<file path="src/rtl/pnl_fmt_pkg.sv">
package pnl_fmt_pkg;
  localparam int unsigned COMP_W = 8;   // input component width
  localparam int unsigned NARROW_W = 6; // 6-bit lane field width
  localparam int unsigned BUS_W = 36;   // panel lanes

  localparam logic [2:0] MD_TWO   = 3'd0;
  localparam logic [2:0] MD_SP_A  = 3'd1;
  localparam logic [2:0] MD_SP_B  = 3'd2;
  localparam logic [2:0] MD_DEC44 = 3'd3;
  localparam logic [2:0] MD_DEC22 = 3'd4;
  localparam logic [2:0] MD_SP_C  = 3'd5;

  // lane slot k takes input component slot_src(k): c0, c2, c1
  function automatic int slot_src(input int k);
    return (k == 0) ? 0 : ((k == 1) ? 2 : 1);
  endfunction
endpackage

</file>
<file path="src/rtl/pnl_pair_track.sv">
module pnl_pair_track #(
  parameter int unsigned PXW = 24
) (
  input  logic           clk,
  input  logic           rst,
  input  logic           de_in,
  input  logic [PXW-1:0] pix_in,
  output logic           ph,      // 1: an odd pixel has been taken
  output logic [PXW-1:0] odd_q
);
  always_ff @(posedge clk) begin
    if (rst) begin
      ph    <= 1'b0;
      odd_q <= '0;
    end else if (de_in) begin
      ph <= ~ph;
      if (!ph) odd_q <= pix_in;
    end else begin
      ph <= 1'b0;
    end
  end

  // line parity restarts whenever the qualifier drops
  AST_PARITY_RESTART: assert property (@(posedge clk) disable iff (rst)
    (!de_in && !$past(rst)) |=> !ph);
endmodule

</file>
<file path="src/rtl/pnl_lane_map.sv">
module pnl_lane_map
  import pnl_fmt_pkg::*;
#(
  parameter int unsigned CW = COMP_W,
  parameter int unsigned PW = NARROW_W,
  parameter int unsigned LANES = BUS_W
) (
  input  logic [2:0]      mode,
  input  logic            depth6,
  input  logic            de_in,
  input  logic            ph,
  input  logic [3*CW-1:0] cur,
  input  logic [3*CW-1:0] odd,
  output logic [LANES-1:0] lanes,
  output logic            vld
);
  localparam int unsigned NSLOT = 3;

  logic [CW-1:0] c_cur [NSLOT];
  logic [CW-1:0] c_odd [NSLOT];

  for (genvar k = 0; k < NSLOT; k++) begin : g_slot
    localparam int SRC = slot_src(k);
    assign c_cur[k] = cur[SRC*CW +: CW];
    assign c_odd[k] = odd[SRC*CW +: CW];
  end

  always_comb begin
    lanes = '0;
    vld   = de_in;
    case (mode)
      MD_TWO: begin
        vld = ph;
        for (int k = 0; k < NSLOT; k++) begin
          lanes[k*PW +: PW] = c_odd[k][CW-1 -: PW];
          lanes[(NSLOT+k)*PW +: PW] = de_in ? c_cur[k][CW-1 -: PW] : '0;
        end
      end
      MD_SP_A, MD_SP_B, MD_SP_C: begin
        for (int k = 0; k < NSLOT; k++) begin
          if (depth6) lanes[k*CW +: PW] = c_cur[k][CW-1 -: PW];
          else        lanes[k*CW +: CW] = c_cur[k];
        end
      end
      MD_DEC44: begin
        for (int k = 0; k < NSLOT; k++) lanes[k*CW +: CW] = c_cur[k];
      end
      MD_DEC22: begin
        lanes[2*CW +: CW] = c_cur[2];
        lanes[CW +: CW]   = ph ? c_cur[1] : c_cur[0];
      end
      default: lanes = '0;
    endcase
    if (!vld) lanes = '0;
  end
endmodule

</file>
<file path="src/rtl/pnl_clk_en.sv">
module pnl_clk_en (
  input  logic clk,
  input  logic rst,
  input  logic div2,
  input  logic inv,
  output logic en_q
);
  logic tog;

  always_ff @(posedge clk) begin
    if (rst) begin
      tog  <= 1'b0;
      en_q <= 1'b0;
    end else begin
      tog  <= ~tog;
      en_q <= div2 ? (tog ^ inv) : 1'b1;
    end
  end

  AST_HALF_RATE: assert property (@(posedge clk) disable iff (rst)
    (!$past(rst) && !$past(rst, 2) && $past(div2) && $past(div2, 2)
     && ($past(inv) == $past(inv, 2))) |-> (en_q != $past(en_q)));
endmodule

</file>
<file path="src/rtl/pnl_lane_fmt.sv">
module pnl_lane_fmt
  import pnl_fmt_pkg::*;
#(
  parameter int unsigned CW = COMP_W,
  parameter int unsigned PW = NARROW_W,
  parameter int unsigned LANES = BUS_W
) (
  input  logic             clk,
  input  logic             rst,
  input  logic [2:0]       mode,
  input  logic             depth6,
  input  logic             pclk_div2,
  input  logic             pclk_inv,
  input  logic             de_in,
  input  logic [3*CW-1:0]  pix_in,
  output logic [LANES-1:0] out_lanes,
  output logic             out_de,
  output logic             pclk_en
);
  logic             ph;
  logic [3*CW-1:0]  odd_q;
  logic [LANES-1:0] map_lanes;
  logic             map_vld;

  pnl_pair_track #(.PXW(3*CW)) u_pair (
    .clk(clk), .rst(rst), .de_in(de_in), .pix_in(pix_in),
    .ph(ph), .odd_q(odd_q)
  );

  pnl_lane_map #(.CW(CW), .PW(PW), .LANES(LANES)) u_map (
    .mode(mode), .depth6(depth6), .de_in(de_in), .ph(ph),
    .cur(pix_in), .odd(odd_q), .lanes(map_lanes), .vld(map_vld)
  );

  pnl_clk_en u_clk (
    .clk(clk), .rst(rst), .div2(pclk_div2), .inv(pclk_inv), .en_q(pclk_en)
  );

  always_ff @(posedge clk) begin
    if (rst) begin
      out_lanes <= '0;
      out_de    <= 1'b0;
    end else begin
      out_lanes <= map_lanes;
      out_de    <= map_vld;
    end
  end

  AST_IDLE_ZERO: assert property (@(posedge clk) disable iff (rst)
    !out_de |-> (out_lanes == '0));
  AST_DE_ALIGN: assert property (@(posedge clk) disable iff (rst)
    (!$past(rst) && $past(mode) != MD_TWO) |-> (out_de == $past(de_in)));
  AST_UPPER_IDLE: assert property (@(posedge clk) disable iff (rst)
    (!$past(rst) && $past(mode) != MD_TWO) |-> (out_lanes[LANES-1:3*CW] == '0));
  AST_PAIR_GAP: assert property (@(posedge clk) disable iff (rst)
    (!$past(rst) && out_de && mode == MD_TWO && $past(mode) == MD_TWO) |=> !out_de);
endmodule

</file>
<file path="config.mk">
export PLATFORM = sky130hd
export DESIGN_NAME = pnl_lane_fmt
export DESIGN_NICKNAME = d
export VERILOG_FILES = /design/src/rtl/pnl_fmt_pkg.sv /design/src/rtl/pnl_pair_track.sv /design/src/rtl/pnl_lane_map.sv /design/src/rtl/pnl_clk_en.sv /design/src/rtl/pnl_lane_fmt.sv
export SDC_FILE = /design/constraint.sdc
export NUM_CORES = 1
export LEC_CHECK = 0
export BUFFER_PORTS_ARGS = -buffer_cell sky130_fd_sc_hd__buf_2
export CAP_MARGIN = 20
export CORE_UTILIZATION = 40
export CTS_CLUSTER_DIAMETER = 60
export CTS_CLUSTER_SIZE = 14
export DETAILED_ROUTE_END_ITERATION = 10
export PLACE_DENSITY = 0.69
export SYNTH_ARGS = -nofsm -noshare
export SYNTH_HDL_FRONTEND = slang
export SYNTH_SLANG_ARGS = --single-unit
</file>
<file path="constraint.sdc">
create_clock -name clk -period 2.2 [get_ports clk]
set_input_delay 0.33 -clock clk [delete_from_list [all_inputs] [get_ports clk]]
set_output_delay 0.33 -clock clk [all_outputs]
set_load 0.005 [all_outputs]
</file>
# Yosys cells after proc, flatten, opt, wreduce, memory -nomap -nowiden
# Index checks and enable logic that the tools add are counted.
[totals]
register_bits = 64
out_inout_bits = 38
wordCells = 36
[op_classes]
eq_ne = 5
n_mux = 12
bitwise = 6
reduce_logical = 6
[ops]
columns = ["cell", "count"]
rows = [
  ["$pmux W16 S4", 1],
  ["$mux W6", 4],
  ["$pmux W8 S3", 1],
  ["$mux W8", 1],
  ["$eq A3 B2 Y1 const B", 2],
  ["$eq A3 B3 Y1 const B", 2],
  ["$mux W2", 3],
  ["$not A1 Y1", 5],
  ["$reduce_or A2 Y1", 2],
  ["$reduce_or A4 Y1", 1],
  ["$eq A3 B1 Y1 const B", 1],
  ["$logic_not A3 Y1", 1],
  ["$reduce_or A3 Y1", 1],
  ["$mux W1", 2],
  ["$reduce_and A2 Y1", 1],
  ["$xor A1 B1 Y1", 1],
]

# Longest topological paths before layout
[depth]
depth_word = 4
mapped_depth = 7

# By module
# A second synthesis with hierarchy kept.
[hier_totals]
hier_cells = 365
area_unflattened_um2 = 3412.0
[by_module_without_submodules]
columns = ["mod", "instances", "cells_per_inst", "area_per_inst_um2", "seq_area_each_um2"]
rows = [
  ["pnl_pair_track", 1, 110, 1256.2, 500.5],
  ["pnl_lane_map", 1, 173, 1074.8, 0.0],
  ["pnl_lane_fmt", 1, 77, 1023.5, 740.7],
  ["pnl_clk_en", 1, 5, 57.6, 40.0],
]

# Worst setup path after synthesis
# OpenSTA, ideal clock, no wires.
[synth_timing]
path_type = "input -> register"
startpoint = "input depth6"
endpoint = "register out_lanes[13]"
setup_ps = 124
arrival_time_ps = 1202
t_required_ps = 2076
slack_ps = 875
stages = 4
n_path_buf = 1
cell_sequence = "buf_2 > mux2_2 > a222oi_1 > nor2_1"
[synth_via]
elab_chain_len = 2
[synth_lines]
columns = ["element", "line_no", "text"]
rows = [
  ["start, declared", "pnl_lane_fmt.sv:11", "input logic depth6,"],
  ["$mux W6", "pnl_lane_map.sv:41", "if (depth6) lanes[k*CW +: PW] = c_cur[k][CW-1 -: PW];"],
  ["$pmux W16 S4", "pnl_lane_map.sv:31", "case (mode)"],
  ["end signal, assigned", "pnl_lane_fmt.sv:44", "out_lanes <= map_lanes;"],
  ["end, declared", "pnl_lane_fmt.sv:16", "output logic [LANES-1:0] out_lanes,"],
]
# No other way between the ends.
# A chain may end at the register's enable or synchronous reset.

# Final worst setup path
[layout_timing]
startpoint = "register u_pair.ph"
endpoint = "register u_pair.odd_q[6]"
[layout_via]
elab_chain_len = 2
[layout_lines]
columns = ["element", "line_no", "text"]
rows = [
  ["start, declared", "pnl_pair_track.sv:8", "output logic ph,"],
  ["start signal, assigned", "pnl_pair_track.sv:16", "ph <= ~ph;"],
  ["$not A1 Y1 (no line)", "n/a", ""],
  ["$reduce_and A2 Y1 (no line)", "n/a", ""],
  ["end signal, assigned", "pnl_pair_track.sv:17", "if (!ph) odd_q <= pix_in;"],
  ["end, declared", "pnl_pair_track.sv:9", "output logic [PXW-1:0] odd_q"],
]
# No other way between the ends.

==> impl_results.md <==
- CP max-delay cell: dfxtp_1
- CTS tree: built
- Worst R2R End: u_pair.odd_q[6]$_SDFFE_PP0P_
- CP delay by family, top: flip-flops
- Initial DRC count: 189
- Die height: roughly 81 µm
- Site Rows: 28
- Sequential area share after synthesis: around 47%
- Hold Crit Endpoint: u_clk.en_q$_SDFF_PP0_
- Max Fclk: 0.584 GHz
- Drt wl/cell: 15.2 µm
- Yosys cell types: 42
- R2R cell count: 5
- Max-slew headroom: between 40% and 50%
- Top cell by count, worst path: nand2_1
- GP Congestion: 0.844
- Hold buffers post-CTS: 0
- WL final: 6380 µm
- Vias in the first global route: ~2100
- Initial antenna violation count: 0
- Min Hold Slack: 0.161 ns
- Layout fillers: approximately 580
- EDFF count, synth: 0
- GRT Total Usage: 21.2%
- Hold wc startpoint: pclk_div2
- Launch point of the worst path: u_pair.ph$_SDFF_PP0_
- DRC errors left: 0
- R2r startpoint: u_pair.ph$_SDFF_PP0_
- I/O Pins: between 70 and 80
- Area occupied by multi-input gates: 1180 µm²
- Worst hold path type: input port to flip-flop
- Max-Cap Viols: 0
- Clock transition at the registers of the reported paths: 0.06 ns
- Via Count: around 2200
- Clock Latency Late Sink: 0.34 ns
- Max Root-Sink Buffers: 2
- Share of cells above drive strength 1: around 33%
- Setup crit end kind: flip-flop
- Fin crit period: approximately 1.7 ns
- Worst path arrival time: 1.98 ns
- Hold path cells: 2
- Slew @ Worst Pin: ~0.87 ns
- Num Clock Sinks: between 50 and 60
- Main synth FF type: dfxtp_1
- CTS buffer count: 9
- Peak VDD IR: around 0.42 mV
- Fin Setup TNS: 0 ns
- # H-tree levels: 3
- Post-synthesis cell count: about 270
- Port Buffers: 70
- Die Width: a little over 80 µm
- P_leak: 1.31 nW
- Final setup fails: 0
- Crit Path Max Fanout: 13
- Via-per-instance ratio: about 5.3
- Yosys reg bits: 58
- Mapped Nets: 304
- Net count, final: 372
- CP required: 2.47 ns
- Initial Utilization: between 40% and 50%
- Setup bufs post-CTS: 0
- Root Buffer: clkbuf_8
- Die area: 6530 µm²
- FF+latch area: 1160 µm²
- WS Path Type: flip-flop to flip-flop
- Area Overhead vs Synth: 22.8%
- Final-report hold violation count: 0
- Status: complete, no violations
- Post-DRT Antenna Nets: 0
- Gr ovfl total: 0
- Cts repair resizes: 0
- Global-route wire length before repair: slightly above 10000 µm
- Post-Syn Area: 2480 µm²
- CP max stage delay: a little over 0.6 ns
- # diodes: 0
- Unrepaired setup endpoints after global routing: false
- Reg-to-reg setup timing slack: around 0.49 ns
- Initial DRT Pass Iterations: 5
- DP Wirelength: between 4000 and 5000 µm
- Placeable Area: approximately 6000 µm²
- YS warnings: 0
- Clock Skews: 0.00373 ns
- Largest net degree at the start of global routing: 26
- CP bufs+invs: 2
- Fin. max-slew vios: 0
- Nature of the critical path startpoint: flip-flop
- Crit share post-route: slightly below 80%
- Syn avg cell area: around 9.2 µm²
- Post-synth ARST share: 0%
- Cells along the critical path: inv_1, nand2_1, buf_4, nand2_1, a21oi_1
- PD cells: around 780 nW/µm²
==> cells in the final DEF (no fill, tap or decap), drive strengths merged, types with 2 or more instances in the layout <==
master / netlist / routed
a21oi: 29 / 29
buf: 14 / 75
o22ai: 7 / 7
a22oi: 10 / 10
nor3b: 2 / 2
and2: 13 / 13
o21ai: 4 / 4
nor2: 23 / 23
a41o: 2 / 2
or2: 3 / 3
a32oi: 3 / 3
nor2b: 2 / 2
nand2b: 5 / 5
a222oi: 11 / 11
nand2: 51 / 51
dfxtp: 58 / 58
inv: 8 / 8
nor3: 4 / 4
mux2: 6 / 6
clkbuf: 4 / 15
==> power by group <==
| part | leakage [nW] | total, mW | switching, mW | internal [mW] |
|---|---|---|---|---|
| clock network | 0.106 | 0.964 | 0.402 | 0.561 |
| registers | 0.473 | 1.11 | 0.0176 | 1.09 |
| logic | 0.731 | 0.298 | 0.178 | 0.120 |
| total | 1.31 | 2.37 | 0.598 | 1.77 |
==> area by class of cell <==
| cell class | instances | share of cell area (%) |
|---|---|---|
| Inverter | 8 | 0.984 |
| Tap cell | 75 | 3.08 |
| Clock buffer | 15 | 6.44 |
| Timing Repair Buffer | 75 | 12.7 |
| Sequential cell | 58 | 38.1 |
| Clock inverter | 1 | 0.164 |
| Multi-Input combinational cell | 187 | 38.6 |
==> metrics by stage <==
| step | setup WS [ns] | area [µm²] | util, % | std cells | power, mW |
|---|---|---|---|---|---|
| after global placement | 0.264 | 2850 | 47.8 | 403 | 1.42 |
| final | 0.488 | 3050 | 51.2 | 419 | 2.37 |
| after floorplan | 0.875 | 2480 | - | 271 | 1.32 |
| after global routing | 0.361 | 3050 | 51.2 | 419 | 2.46 |
| after CTS | 0.489 | 3050 | 51.2 | 419 | 2.39 |
| after detailed placement | 0.195 | 2850 | 47.8 | 403 | 1.43 |
==> registers in the layout, indices dropped and copies added (netlist names) <==
signal and count:
u_pair.odd_q 18, u_pair.ph 1, out_lanes 36, u_clk.tog 1, out_de 1, u_clk.en_q 1
==> how the worst max path moves through the flow <==
stage	slack [ns]	endpoint	depth (start not counted)
after floorplan	0.87	out_lanes[13]$_SDFF_PP0_	4
after global placement	0.26	out_lanes[5]$_SDFF_PP0_	5
after detailed placement	0.20	out_lanes[2]$_SDFF_PP0_	5
after CTS	0.49	out_lanes[20]$_SDFF_PP0_	5
after global routing	0.36	out_lanes[28]$_SDFF_PP0_	3
final	0.49	u_pair.odd_q[6]$_SDFFE_PP0P_	5
==> worst register-to-register path, delay by kind of cell, from the launching register on <==
kind / cells / cell delay [ns]
AOI/OAI and AO/OA: 1 / 0.13
buffers and inverters: 2 / 0.49
DFF: 1 / 0.61
and+or+nand+nor: 2 / 0.42
==> layer usage <==
layer	share of wire, %	GRT usage (%)	wire length (µm)
met4	1.6	13.8	103
met1	42	26.0	2680
met5	0	0	0
met2	49	33.8	3100
met3	7.7	4.27	489
==> Yosys cell counts, types with 2 or more instances <==
cell / count / share of area, %
o22ai_1: 6 / 1.5
nor2_1: 21 / 3.2
buf_2: 7 / 1.4
dfxtp_1: 58 / 47
a222oi_1: 11 / 4.4
o21ai_1: 3 / 0.60
and2_1: 13 / 3.3
buf_6: 4 / 1.8
nand2_1: 51 / 7.7
a32oi_1: 3 / 1.1
a41o_1: 2 / 0.81
nor3b_2: 2 / 1.0
a22oi_1: 10 / 3.0
inv_1: 8 / 1.2
nor2b_1: 2 / 0.50
mux2_2: 6 / 2.7
clkbuf_1: 4 / 0.60
nor2_2: 2 / 0.50
nor3_1: 2 / 0.40
nand2b_1: 3 / 0.76
a21oi_1: 29 / 5.8
nor3_4: 2 / 1.3
buf_4: 3 / 0.91
==> cell families after synthesis <==
group | count (synthesis) | share of synthesized area (%)
AOI/OAI and AO/OA | 73 | 22.1
muxes | 7 | 3.12
buffers and inverters | 26 | 5.94
and+or+nand+nor | 105 | 21.1
DFF | 58 | 46.7
xor gates and xnor gates | 2 | 1.01
No activity file was read; power rests on OpenSTA's default activity.
